[src/rtl/sershift_pkg.sv]
package sershift_pkg;

  typedef enum logic [1:0] {
    ST_IDLE = 2'd0,
    ST_RUN  = 2'd1,
    ST_GAP  = 2'd2
  } engState_e;

  // strobes from control to datapath
  typedef struct packed {
    logic load;    // move transmit register into shifter, clear capture
    logic fall;    // drive serial clock low
    logic rise;    // drive serial clock high, sample input, advance shifter
    logic done;    // last rising edge of the frame
    logic active;  // frame in progress, data line follows shifter
  } engStrobe_t;

endpackage

[src/rtl/sershift_ctrl.sv]
module sershift_ctrl
  import sershift_pkg::*;
#(
  parameter int DATA_W  = 9,
  parameter int MIN_LEN = 5,
  parameter int LEN_W   = 3,
  parameter int WAIT_W  = 2,
  localparam int CNT_W  = $clog2(DATA_W),
  localparam int GAP_W  = WAIT_W + 1
) (
  input  logic             clk,
  input  logic             rstN,
  input  logic             sckTick,
  input  logic             txEnable,
  input  logic             txWrite,
  input  logic [LEN_W-1:0] lenSel,
  input  logic [WAIT_W-1:0] waitSel,
  output engStrobe_t       strb,
  output logic [CNT_W-1:0] bitIdx
);

  engState_e        state;
  logic             pending;
  logic             phaseLow;
  logic [CNT_W-1:0] bitCnt;
  logic [CNT_W-1:0] lenLast;
  logic [GAP_W-1:0] gapCnt;

  function automatic logic [CNT_W-1:0] lastIndex(input logic [LEN_W-1:0] code);
    if (int'(code) > DATA_W - MIN_LEN) return CNT_W'(DATA_W - 1);
    return CNT_W'(int'(code) + MIN_LEN - 1);
  endfunction

  assign bitIdx = bitCnt;

  always_comb begin
    strb        = '0;
    strb.active = (state == ST_RUN);
    unique case (state)
      ST_IDLE: strb.load = pending;
      ST_RUN: begin
        if (sckTick) begin
          if (!phaseLow) begin
            strb.fall = 1'b1;
          end else begin
            strb.rise = 1'b1;
            if (bitCnt == lenLast) begin
              strb.done = 1'b1;
              strb.load = pending && (waitSel == '0);
            end
          end
        end
      end
      ST_GAP:  strb.load = sckTick && (gapCnt == GAP_W'(1));
      default: strb.load = 1'b0;
    endcase
  end

  always_ff @(posedge clk or negedge rstN) begin
    if (!rstN) begin
      pending <= 1'b0;
    end else if (txWrite && txEnable) begin
      pending <= 1'b1;
    end else if (strb.load) begin
      pending <= 1'b0;
    end
  end

  always_ff @(posedge clk or negedge rstN) begin
    if (!rstN) begin
      state    <= ST_IDLE;
      phaseLow <= 1'b0;
      bitCnt   <= '0;
      lenLast  <= CNT_W'(DATA_W - 1);
      gapCnt   <= '0;
    end else begin
      if (strb.load) begin
        state    <= ST_RUN;
        phaseLow <= 1'b0;
        bitCnt   <= '0;
        lenLast  <= lastIndex(lenSel);
      end else begin
        unique case (state)
          ST_RUN: begin
            if (strb.fall) begin
              phaseLow <= 1'b1;
            end else if (strb.rise) begin
              phaseLow <= 1'b0;
              if (strb.done) begin
                if (pending) begin
                  state  <= ST_GAP;
                  gapCnt <= {waitSel, 1'b0};
                end else begin
                  state <= ST_IDLE;
                end
              end else begin
                bitCnt <= bitCnt + CNT_W'(1);
              end
            end
          end
          ST_GAP: if (sckTick) gapCnt <= gapCnt - GAP_W'(1);
          default: state <= ST_IDLE;
        endcase
      end
    end
  end

  // one clock edge per tick
  p_edge_excl_r4: assert property (@(posedge clk) disable iff (!rstN)
    $onehot0({strb.fall, strb.rise}));

  // bit index never runs past the latched frame length
  p_len_bound_r3: assert property (@(posedge clk) disable iff (!rstN)
    (state == ST_RUN) |-> (bitCnt <= lenLast && lenLast <= CNT_W'(DATA_W - 1)
                           && lenLast >= CNT_W'(MIN_LEN - 1)));

  // a pause always ends in a new frame, never in idle
  p_gap_exit_r10: assert property (@(posedge clk) disable iff (!rstN)
    (state == ST_GAP) |=> (state == ST_GAP || state == ST_RUN));

endmodule

[src/rtl/sershift_dpath.sv]
module sershift_dpath
  import sershift_pkg::*;
#(
  parameter int DATA_W = 9,
  localparam int CNT_W = $clog2(DATA_W)
) (
  input  logic              clk,
  input  logic              rstN,
  input  engStrobe_t        strb,
  input  logic [CNT_W-1:0]  bitIdx,
  input  logic              txEnable,
  input  logic              txWrite,
  input  logic [DATA_W-1:0] txData,
  input  logic              rxRead,
  input  logic              rxIntEn,
  input  logic              forceHigh,
  input  logic              serIn,
  output logic              serClk,
  output logic              serOut,
  output logic [DATA_W-1:0] rxData,
  output logic              rxFull,
  output logic              rxOverrun,
  output logic              rxIrq
);

  logic [DATA_W-1:0] txReg;
  logic [DATA_W-1:0] txShift;
  logic [DATA_W-1:0] rxShift;
  logic [DATA_W-1:0] rxNext;

  always_comb begin
    rxNext         = rxShift;
    rxNext[bitIdx] = serIn;
  end

  always_ff @(posedge clk or negedge rstN) begin
    if (!rstN) begin
      txReg <= '1;
    end else if (txWrite && txEnable) begin
      txReg <= txData;
    end
  end

  always_ff @(posedge clk or negedge rstN) begin
    if (!rstN) begin
      txShift <= '1;
      rxShift <= '0;
    end else if (strb.load) begin
      txShift <= txReg;
      rxShift <= '0;
    end else if (strb.rise) begin
      txShift <= {1'b1, txShift[DATA_W-1:1]};
      rxShift <= rxNext;
    end
  end

  always_ff @(posedge clk or negedge rstN) begin
    if (!rstN) begin
      serClk <= 1'b1;
    end else if (strb.fall) begin
      serClk <= 1'b0;
    end else if (strb.rise) begin
      serClk <= 1'b1;
    end
  end

  always_ff @(posedge clk or negedge rstN) begin
    if (!rstN) begin
      rxData    <= '0;
      rxFull    <= 1'b0;
      rxOverrun <= 1'b0;
    end else if (strb.done) begin
      rxData    <= rxNext;
      rxFull    <= 1'b1;
      rxOverrun <= rxFull && !rxRead;
    end else if (rxRead) begin
      rxFull    <= 1'b0;
      rxOverrun <= 1'b0;
    end
  end

  assign serOut = (forceHigh || !strb.active) ? 1'b1 : txShift[0];
  assign rxIrq  = rxFull && rxIntEn;

  p_full_set_r5: assert property (@(posedge clk) disable iff (!rstN)
    strb.done |=> rxFull);

  p_read_clr_r6: assert property (@(posedge clk) disable iff (!rstN)
    (rxRead && !strb.done) |=> (!rxFull && !rxOverrun));

  p_overrun_r8: assert property (@(posedge clk) disable iff (!rstN)
    (strb.done && rxFull && !rxRead) |=> rxOverrun);

  p_collide_r9: assert property (@(posedge clk) disable iff (!rstN)
    (strb.done && rxRead) |=> (rxFull && !rxOverrun));

  p_clk_hold_r4: assert property (@(posedge clk) disable iff (!rstN)
    (!strb.fall && !strb.rise) |=> $stable(serClk));

  p_irq_follow_r7: assert property (@(posedge clk) disable iff (!rstN)
    (rxIntEn && $rose(rxFull)) |-> rxIrq);

endmodule

[src/rtl/sershift_master.sv]
module sershift_master
  import sershift_pkg::*;
#(
  parameter int DATA_W  = 9,
  parameter int MIN_LEN = 5,
  parameter int LEN_W   = 3,
  parameter int WAIT_W  = 2,
  localparam int CNT_W  = $clog2(DATA_W)
) (
  input  logic              clk,
  input  logic              rstN,
  input  logic              sckTick,
  input  logic              txEnable,
  input  logic              txWrite,
  input  logic [DATA_W-1:0] txData,
  input  logic [LEN_W-1:0]  lenSel,
  input  logic [WAIT_W-1:0] waitSel,
  input  logic              forceHigh,
  input  logic              rxIntEn,
  input  logic              rxRead,
  input  logic              serIn,
  output logic              serClk,
  output logic              serOut,
  output logic [DATA_W-1:0] rxData,
  output logic              rxFull,
  output logic              rxOverrun,
  output logic              rxIrq
);

  engStrobe_t       strb;
  logic [CNT_W-1:0] bitIdx;

  sershift_ctrl #(
    .DATA_W (DATA_W),
    .MIN_LEN(MIN_LEN),
    .LEN_W  (LEN_W),
    .WAIT_W (WAIT_W)
  ) i_ctrl (
    .clk     (clk),
    .rstN    (rstN),
    .sckTick (sckTick),
    .txEnable(txEnable),
    .txWrite (txWrite),
    .lenSel  (lenSel),
    .waitSel (waitSel),
    .strb    (strb),
    .bitIdx  (bitIdx)
  );

  sershift_dpath #(
    .DATA_W(DATA_W)
  ) i_dpath (
    .clk      (clk),
    .rstN     (rstN),
    .strb     (strb),
    .bitIdx   (bitIdx),
    .txEnable (txEnable),
    .txWrite  (txWrite),
    .txData   (txData),
    .rxRead   (rxRead),
    .rxIntEn  (rxIntEn),
    .forceHigh(forceHigh),
    .serIn    (serIn),
    .serClk   (serClk),
    .serOut   (serOut),
    .rxData   (rxData),
    .rxFull   (rxFull),
    .rxOverrun(rxOverrun),
    .rxIrq    (rxIrq)
  );

endmodule

[config.mk]
export PLATFORM = sky130hd
export DESIGN_NAME = sershift_master
export DESIGN_NICKNAME = d
export VERILOG_FILES = /design/src/rtl/sershift_pkg.sv /design/src/rtl/sershift_ctrl.sv /design/src/rtl/sershift_dpath.sv /design/src/rtl/sershift_master.sv
export SDC_FILE = /design/constraint.sdc
export NUM_CORES = 1
export LEC_CHECK = 0
export ABC_AREA = 1
export BUFFER_PORTS_ARGS = -buffer_cell sky130_fd_sc_hd__buf_2
export CORE_ASPECT_RATIO = 0.7
export CORE_UTILIZATION = 50
export DETAILED_ROUTE_END_ITERATION = 10
export PLACE_DENSITY = 0.68
export SLEW_MARGIN = 20
export SYNTH_ARGS = -nofsm -noshare
export SYNTH_HDL_FRONTEND = slang
export SYNTH_SLANG_ARGS = --single-unit
[constraint.sdc]
create_clock -name clk -period 4.1 [get_ports clk]
set_clock_uncertainty 0.05 [all_clocks]
set_input_delay 0.82 -clock clk [delete_from_list [all_inputs] [get_ports clk]]
set_output_delay 0.82 -clock clk [all_outputs]
set_load 0.02 [all_outputs]
==> flow_metrics.tcl, run 1 <==
set metrics [dict create \
    outcome "finished, final reports clean" \
    routed_via_density 4.984 \
    htreeDepth 2 \
    seqPwrFrac 0.435 \
    worstPathArrival_ns 2.47 \
    wl_per_cell_um 12.90 \
    clkSinkCount 54 \
    power_frac_clock 0.147 \
    synth_nets 371 \
    num-nets-final 406 \
    hp-class "flop to flop" \
    grt_pass1_wl_um 9922 \
    postLayoutCoreUtil 0.5815 \
    period_share 0.5629 \
    synth_common_cells "nand2_1 (122), dfrtp_1 (34), inv_1 (34)" \
    seq_area_mm2 0.001376 \
    drv_slew 0 \
    p_leak_nw 1.610 \
    cts_root_buffer "clkbuf_8" \
    synth_area_leader_cell "dfrtp_1" \
    syn_avg_cell_area_um2 8.250 \
    diodes 0 \
    ant_nets 0 \
    areaGrowthSynthToFinish_pct 10.07 \
    swShare 0.4280 \
    crit_chain "buf_2 > nand2_1 > nor2_2 > inv_2 > nand3_2 > nand2_1 > nand2_1 > nand2_1" \
    max_slew_margin 0.4826 \
    start_util 0.5284 \
    multiInputGateArea_mm2 0.001199 \
    synth_flop_cell "dfrtp_1" \
    synth_most_common_cell "nand2_1" \
    via_count 2243 \
    wl_um 5804 \
    synth_enable_flop_cells 0 \
    p_sw_mw 0.8673 \
    fin_tns_setup_ns 0 \
    worstSetupPathType "input pin to flop" \
    grt_pass1_vias 2077 \
    drt_first_pass_iters 4 \
    required_ns 4.26 \
    max_freq_mhz 433.3 \
    maxCapViolCount 0 \
    powerDensity_mw_per_mm2 652.5 \
    drive_gt1_frac 0.2434 \
    core_area_mm2 0.005340 \
    vdd_drop_max_mv 0.2837 \
    ctsHoldBuffers 0 \
    worst_setup_path_end_kind "flop" \
    async_reset_ff_frac 1.000 \
    fin_area_mm2 0.003105 \
    p_comb_frac 0.418 \
    hpwl_um 4163 \
    cts_tree "done" \
    yosysUniqueCellTypes 38 \
    cts_setup_buffers 0 \
    dr.first_iter.drc_count 131 \
    yosys-top-cells-area "dfrtp_1 (30%), dfstp_2 (19%), nand2_1 (16%), inv_1 (4.5%), a21oi_1 (4.1%)" \
    insertion_delay_ns 0.31 \
    die_width_um 91.79 \
    rows 22 \
    cp_slowest_cell "nor2_2" \
    place.gp.congestion 0.8091 \
    rsz0062_at_grt "no" \
    fin_crit_ns 2.308 \
    io_buffer_count 36 \
    placed_cell_area_mm2 0.003017 \
    ys_seq_area_frac 0.4878 \
    grt_max_degree 39 \
    dieHeight_um 64.85 \
    cts_resized 0 \
    slowest_delay_ns 0.59 \
    clk_path_buf_depth 2 \
    setup_viol 0 \
    critPathMaxFanout 19 \
    nFillCells 508 \
    postSynthCellCount 342 \
    cts_inserted_buffers 5 \
    clk_pin_slew_ns 0.10 \
    die_area_mm2 0.005952 \
    internal_power_mw 1.159 \
    route.detailed.drc 0 \
    synth_area_mm2 0.002821 \
    cpMostUsedCell "nand2_1" \
    synth_top_area_frac 0.3016 \
    ioPinCount 37 \
    grt_usage 0.2165 \
    globalRouteOverflowTotal 0 \
    worstSetupStartpointType "input pin" \
    hold_ws_ns 0.4291 \
    tightest_slew_ns 0.7762 \
    finalHoldViolCount 0 \
    antenna_found_initial 0 \
    ys_ff_latch 54 \
    yosysWarnings 0 \
]
-- layout by cell type (no fill, tap or decap), types with 3 or more instances in the layout --
| master | count |
|---|---|
| clkbuf_8 | 5 |
| nand3_1 | 15 |
| nand4_1 | 3 |
| dfrtp_1 | 34 |
| ha_1 | 6 |
| dfstp_2 | 20 |
| buf_2 | 36 |
| o21ai_1 | 5 |
| nor2_2 | 3 |
| a21oi_1 | 23 |
| inv_2 | 5 |
| nor2_4 | 3 |
| a31oi_1 | 4 |
| o21ai_0 | 14 |
| nor2_1 | 17 |
| inv_1 | 34 |
| nand2_1 | 122 |
| nand3_2 | 5 |
-- worst paths after layout --
check / endpoint / slack (ns) / from / cells after the start
hold / removal: i_dpath.rxData[5]$_DFFE_PN0P_ / 0.43 / i_dpath.rxData[5]$_DFFE_PN0P_ / 2
setup reg to reg: i_ctrl.bitIdx[2]$_DFFE_PN0P_ / 1.86 / i_ctrl.state[1]$_DFFE_PN0P_ / 8
setup / recovery: i_ctrl.bitIdx[2]$_DFFE_PN0P_ / 1.79 / sckTick / 8
max in group asynchronous: i_dpath.serClk$_DFFE_PN1P_ / 2.71 / rstN / 2
min in group asynchronous: i_ctrl.gapCnt[2]$_DFFE_PN0P_ / 0.53 / rstN / 1
hold reg to reg: i_dpath.rxData[5]$_DFFE_PN0P_ / 0.43 / i_dpath.rxData[5]$_DFFE_PN0P_ / 2
-- cell families after synthesis --
family | count (synthesis) | synth area share
simple gates | 175 | 0.2758
flops | 54 | 0.4878
buf+inv | 51 | 0.08736
compound gates | 50 | 0.09934
fa+ha+maj | 6 | 0.02661
xor+xnor | 4 | 0.01508
mux | 2 | 0.007982
-- final cells by class --
| type | instances | share of cell area |
|---|---|---|
| Multi-Input combinational cell | 237 | 0.3860 |
| Tap cell | 72 | 0.02901 |
| Inverter | 41 | 0.05036 |
| Clock buffer | 5 | 0.02216 |
| Timing Repair Buffer | 38 | 0.06285 |
| Sequential cell | 54 | 0.4432 |
| Clock inverter | 3 | 0.006446 |
-- power by group through the flow --
stage | clock, mW | sequential, mW | combinational, mW
detailed placement | 0 | 0.888 | 0.835
finish | 0.298 | 0.881 | 0.847
global placement | 0 | 0.882 | 0.816
global route | 0.328 | 0.902 | 0.962
CTS | 0.307 | 0.880 | 0.842
floorplan | 0 | 0.883 | 0.657
-- critical path, delay by kind of cell --
kind / cells / cell delay, ns
buffers and inverters: 2 / 0.43
and+or+nand+nor: 6 / 1.22
-- layer usage --
metal  global-route usage  vias to the layer above  routed length, um
li1                     -                     1146                  -
met1               0.3346                     1031               3200
met2               0.3017                       58               2296
met3              0.04577                        8                237
met4              0.06445                        0                 69
met5                    0                        -                  0
-- stage by stage --
stage          total power, mW  std cells  worst slack, ns
3_3_place_gp             1.698        442            1.603
2_1_floorplan            1.540        342            2.172
4_1_cts                  2.029        450            1.852
3_5_place_dp             1.723        442            1.517
5_1_grt                  2.192        450            1.691
6_report                 2.026        450            1.792
-- state kept, by name, summed over array words and instances (netlist names) --
name               flops
i_dpath.txReg          9
i_dpath.rxData         9
i_ctrl.gapCnt          3
i_ctrl.bitIdx          4
i_dpath.rxOverrun      1
i_ctrl.phaseLow        1
i_dpath.rxFull         1
i_dpath.serClk         1
i_ctrl.state           2
i_ctrl.pending         1
i_dpath.txShift        9
i_ctrl.lenLast         4
i_dpath.rxShift        9
Note: power is estimated with default switching activity, not from simulation.
==> inputs of run 2 (changes only) <==
PLACE_DENSITY = 0.7   (was 0.68)
clock period = 2 ns   (was 4.1 ns; I/O delays follow)
==> run 2 against run 1 <==
Net effect:
- wire length shrank 5.7%
- clock-buffer cell count up 2
- total power grew 110%
- die area did not move
- critical path type is now flop to flop
- largest cell class unchanged
==> flow_metrics.tcl, run 2 (synthesis results as in run 1) <==
set metrics [dict create \
    route.detailed.drc 0 \
    period_share 0.8579 \
    setup_viol 0 \
    rsz0062_at_grt "no" \
    io_buffer_count 36 \
    wl_per_cell_um 12.00 \
    htreeDepth 2 \
    grt_max_degree 23 \
    ioPinCount 37 \
    max_slew_margin 0.6985 \
    core_area_mm2 0.005340 \
    cts_root_buffer "clkbuf_8" \
    tightest_slew_ns 0.4523 \
    outcome "finished, final reports clean" \
    worstSetupStartpointType "flop" \
    clk_pin_slew_ns 0.10 \
    ant_nets 0 \
    wl_um 5472 \
    via_count 2216 \
    dr.first_iter.drc_count 116 \
    fin_tns_setup_ns 0 \
    drt_first_pass_iters 4 \
    max_freq_mhz 582.8 \
    hold_ws_ns 0.2503 \
    start_util 0.5284 \
    p_leak_nw 1.655 \
    fin_area_mm2 0.003196 \
    vdd_drop_max_mv 0.5205 \
    antenna_found_initial 0 \
    rows 22 \
    finalHoldViolCount 0 \
    insertion_delay_ns 0.30 \
    hpwl_um 4075 \
    die_width_um 91.79 \
    grt_pass1_vias 2064 \
    hp-class "input pin to flop" \
    globalRouteOverflowTotal 0 \
    worstPathArrival_ns 1.85 \
    place_inst 447 \
    maxCapViolCount 0 \
    multiInputGateArea_mm2 0.001199 \
    die_area_mm2 0.005952 \
    critPathMaxFanout 21 \
    fin_crit_ns 1.716 \
    cts_tree "done" \
    layout.cells.non_filler 456 \
    grt_usage 0.2066 \
    dieHeight_um 64.85 \
    final_cell_mix "nand2_1 (122), buf_2 (36), inv_1 (34), dfrtp_1 (34), a21oi_1 (23)" \
    nFillCells 524 \
    drv_slew 0 \
    place.gp.congestion 0.7858 \
    num-nets-final 412 \
    worstSetupPathType "flop to flop" \
    areaGrowthSynthToFinish_pct 13.26 \
    clk_path_buf_depth 2 \
    powerDensity_mw_per_mm2 1337 \
    diodes 0 \
    cts_resized 0 \
    final_common_cell "nand2_1" \
    seq_area_mm2 0.001376 \
    clkSinkCount 54 \
    worst_setup_path_end_kind "flop" \
    routed_via_density 4.860 \
    drive_gt1_frac 0.2500 \
    cts_inserted_buffers 5 \
    placed_cell_area_mm2 0.003079 \
    grt_pass1_wl_um 9639 \
    required_ns 2.14 \
]
run 2: power by group:
part / switching [mW] / internal (mW)
clock network: 0.337 / 0.375
logic: 1.13 / 0.651
registers: 0.243 / 1.54
total: 1.71 / 2.56
run 2: final timing paths:
path | startpoint | end | slack, ns | cells past startpoint
min reg2reg | i_dpath.txReg[6]$_DFFE_PN1P_ | i_dpath.txReg[6]$_DFFE_PN1P_ | 0.43 | 2
min in group asynchronous | rstN | i_ctrl.gapCnt[0]$_DFFE_PN0P_ | 0.52 | 2
max | i_ctrl.bitIdx[2]$_DFFE_PN0P_ | i_ctrl.lenLast[1]$_DFFE_PN0N_ | 0.28 | 11
max in group asynchronous | rstN | i_dpath.rxShift[0]$_DFFE_PN0P_ | 0.71 | 3
max reg2reg | i_ctrl.bitIdx[2]$_DFFE_PN0P_ | i_ctrl.lenLast[1]$_DFFE_PN0N_ | 0.28 | 11
min | rxRead | i_dpath.rxOverrun$_DFFE_PN0P_ | 0.25 | 2
run 2: metrics by stage:
stage	setup slack [ns]	utilization	power, mW
after floorplan	0.4923	-	3.157
after global placement	0.3151	0.5766	3.535
after detailed placement	0.2959	0.5766	3.581
after CTS	0.2878	0.5984	4.307
after global routing	0.1211	0.5984	4.631
final	0.2843	0.5984	4.273
run 2: area by class of cell:
cell class / instances / share of cell area
clock buffer: 7 / 0.02388
tap: 72 / 0.02819
sequential: 54 / 0.4307
timing repair buffer: 44 / 0.08379
inverter: 41 / 0.04894
multi-input combinational: 237 / 0.3751
clock inverter: 1 / 0.009397
run 2: timing repair:
action                                 4_1_cts  5_1_grt
setup endpoints to repair                    0        0
hold buffers                                 1        0
endpoints found under the hold margin        8        0
buffers inserted                             0        0
run 2: worst max-delay path, cell delays in order (launching register included):
cell and delay (ns):
dfrtp_1 0.52, inv_1 0.14, nand2_1 0.06, nand2_1 0.07, nand2_2 0.07, nor2_4 0.13
nand3_4 0.13, nand2_4 0.11, buf_12 0.15, inv_1 0.06, nand2_1 0.06, nand2_1 0.05
run 2: metal layers:
metal	part of all wire	global-route usage	up-vias
met3	0.052	0.04108	2
met1	0.54	0.3075	1004
li1	-	-	1156
met2	0.40	0.3139	54
met4	0.0024	0.04297	0
met5	0	0	-
==> inputs of run 3 (changes only) <==
REMOVE_ABC_BUFFERS = 1   (was default)
==> run 3 against run 2 <==
Net effect:
- global-route usage fell by 0.32 points
- via count rose by 0.90%
- wire length fell by 2.4%
- critical path depth fell by 4
- final area fell by 0.20%
- fmax rose by 1.5%
- largest cell class unchanged
==> flow_metrics.tcl, run 3 (synthesis results as in run 1) <==
set metrics [dict create \
    outcome "finished, final reports clean" \
    worst_setup_path_end_kind "flop" \
    io_buffer_count 36 \
    grt_max_degree 55 \
    wl_per_cell_um 11.69 \
    drive_gt1_frac 0.2545 \
    hpwl_um 3854 \
    required_ns 2.20 \
    nFillCells 506 \
    drt_first_pass_iters 4 \
    place_inst 449 \
    cts_inserted_buffers 5 \
    insertion_delay_ns 0.31 \
    worstSetupPathType "flop to flop" \
    routed_via_density 4.893 \
    setup_viol 0 \
    die_width_um 91.79 \
    ctsHoldBuffers 0 \
    cts_tree "done" \
    fin_crit_ns 1.690 \
    tightest_slew_ns 0.5119 \
    areaGrowthSynthToFinish_pct 13.04 \
    cp.depth 7 \
    layout.cells.non_filler 457 \
    antenna_found_initial 0 \
    dieHeight_um 64.85 \
    grt_pass1_vias 2038 \
    max_slew_margin 0.6574 \
    place.gp.congestion 0.7997 \
    rsz0062_at_grt "no" \
    route.detailed.drc 0 \
    dp_slack_ns 0.2496 \
    rr_startpoint "i_ctrl.gapCnt[0]$_DFFE_PN0P_" \
    cts_root_buffer "clkbuf_8" \
    cts_setup_buffers 0 \
    critPathBufInv 1 \
    grt_pass1_wl_um 9328 \
    critPathMaxFanout 13 \
    ioPinCount 37 \
    crit_chain "ha_1 > a31oi_4 > nand2_4 > buf_12 > nor2_2 > nand3_1 > nand2_1" \
    fin_area_mm2 0.003189 \
    htreeDepth 2 \
    worst-r2r-cell-count 7 \
    powerDensity_mw_per_mm2 1303 \
    worstSetupStartpointType "flop" \
    rows 22 \
    core_area_mm2 0.005340 \
    reg2reg_slack_ns 0.31 \
    critPathTopFamily "simple AND/OR/NAND/NOR gates" \
    r2r-end "i_ctrl.gapCnt[2]$_DFFE_PN0P_" \
    via_count 2236 \
    fin_tns_setup_ns 0 \
    ant_nets 0 \
    clk_path_buf_depth 2 \
    maxCapViolCount 0 \
    p_leak_nw 1.655 \
    grt_usage 0.2034 \
    total_power_mw 4.155 \
    wl_um 5343 \
    clkSinkCount 54 \
    globalRouteOverflowTotal 0 \
    period_share 0.8450 \
    vdd_drop_max_mv 0.5031 \
    die_area_mm2 0.005952 \
    cts_resized 0 \
    diodes 0 \
    dr.first_iter.drc_count 78 \
    setup_ws_ns 0.3101 \
    hp-class "input pin to async pin" \
    start_util 0.5284 \
    final_common_cell "nand2_1" \
    drv_slew 0 \
    slowest_delay_ns 0.42 \
    num-nets-final 413 \
    max_freq_mhz 591.7 \
    clk_pin_slew_ns 0.09 \
    cp_slowest_cell "dfrtp_1" \
    placed_cell_area_mm2 0.003107 \
    final_cell_mix "nand2_1 (122), buf_2 (36), inv_1 (34), dfrtp_1 (34), a21oi_1 (23)" \
    finalHoldViolCount 0 \
    worstPathArrival_ns 1.89 \
]
[run 3: changes by cell type in the layout (fill, tap and decap cells not counted), sizes merged]
cell         delta
inv             +1
buf             +2
bufinv          -1
dlygate4sd3     -1
[run 3: per-layer routing]
metal,global-route usage,up-vias,routed length [um]
met2,0.3158,43,2264
met4,0.06445,0,54
met5,0,-,0
met3,0.04225,5,228
met1,0.2873,1029,2796
li1,-,1159,-
[run 3: final cells by class]
class,count,area [um2],share of cell area
tap,72,90.09,0.02825
sequential,54,1376,0.4315
inverter,41,156.4,0.04904
multi-input combinational,237,1199,0.3758
clock buffer,7,76.32,0.02393
timing repair buffer,45,285.3,0.08945
clock inverter,1,6.256,0.001962
[run 3: worst reg2reg max path, delay by kind of cell, from the launching register on]
kind	cells	cell delay (ns)
buf+inv	1	0.18
simple gates	4	0.43
flops	1	0.42
compound gates	1	0.30
fa+ha+maj	1	0.24
[run 3: worst max-delay path by stage]
stage / slack, ns / start / endpoint
4_1_cts: 0.31 / i_ctrl.gapCnt[0]$_DFFE_PN0P_ / i_ctrl.gapCnt[1]$_DFFE_PN0P_
5_1_grt: 0.12 / i_ctrl.bitIdx[2]$_DFFE_PN0P_ / i_ctrl.lenLast[1]$_DFFE_PN0N_
2_1_floorplan: 0.24 / i_ctrl.state[1]$_DFFE_PN0P_ / i_ctrl.bitIdx[2]$_DFFE_PN0P_
6_report: 0.31 / i_ctrl.gapCnt[0]$_DFFE_PN0P_ / i_ctrl.gapCnt[2]$_DFFE_PN0P_
3_5_place_dp: 0.25 / waitSel[1] / i_ctrl.gapCnt[1]$_DFFE_PN0P_
3_3_place_gp: 0.26 / waitSel[1] / i_ctrl.bitIdx[0]$_DFFE_PN0P_
[run 3: power breakdown]
group          switching [mW]  internal [mW]  total (mW)  leakage [nW]
registers               0.250           1.54        1.79         0.660
logic                    1.10          0.675        1.78         0.952
clock network           0.340          0.249       0.589        0.0428
[run 3: stage by stage]
step	hold WS, ns	util
finish	0.009637	0.5972
CTS	0.01887	0.5972
floorplan	0.05441	-
global route	0.02563	0.5972
global placement	0.3662	0.5818
detailed placement	0.3650	0.5818
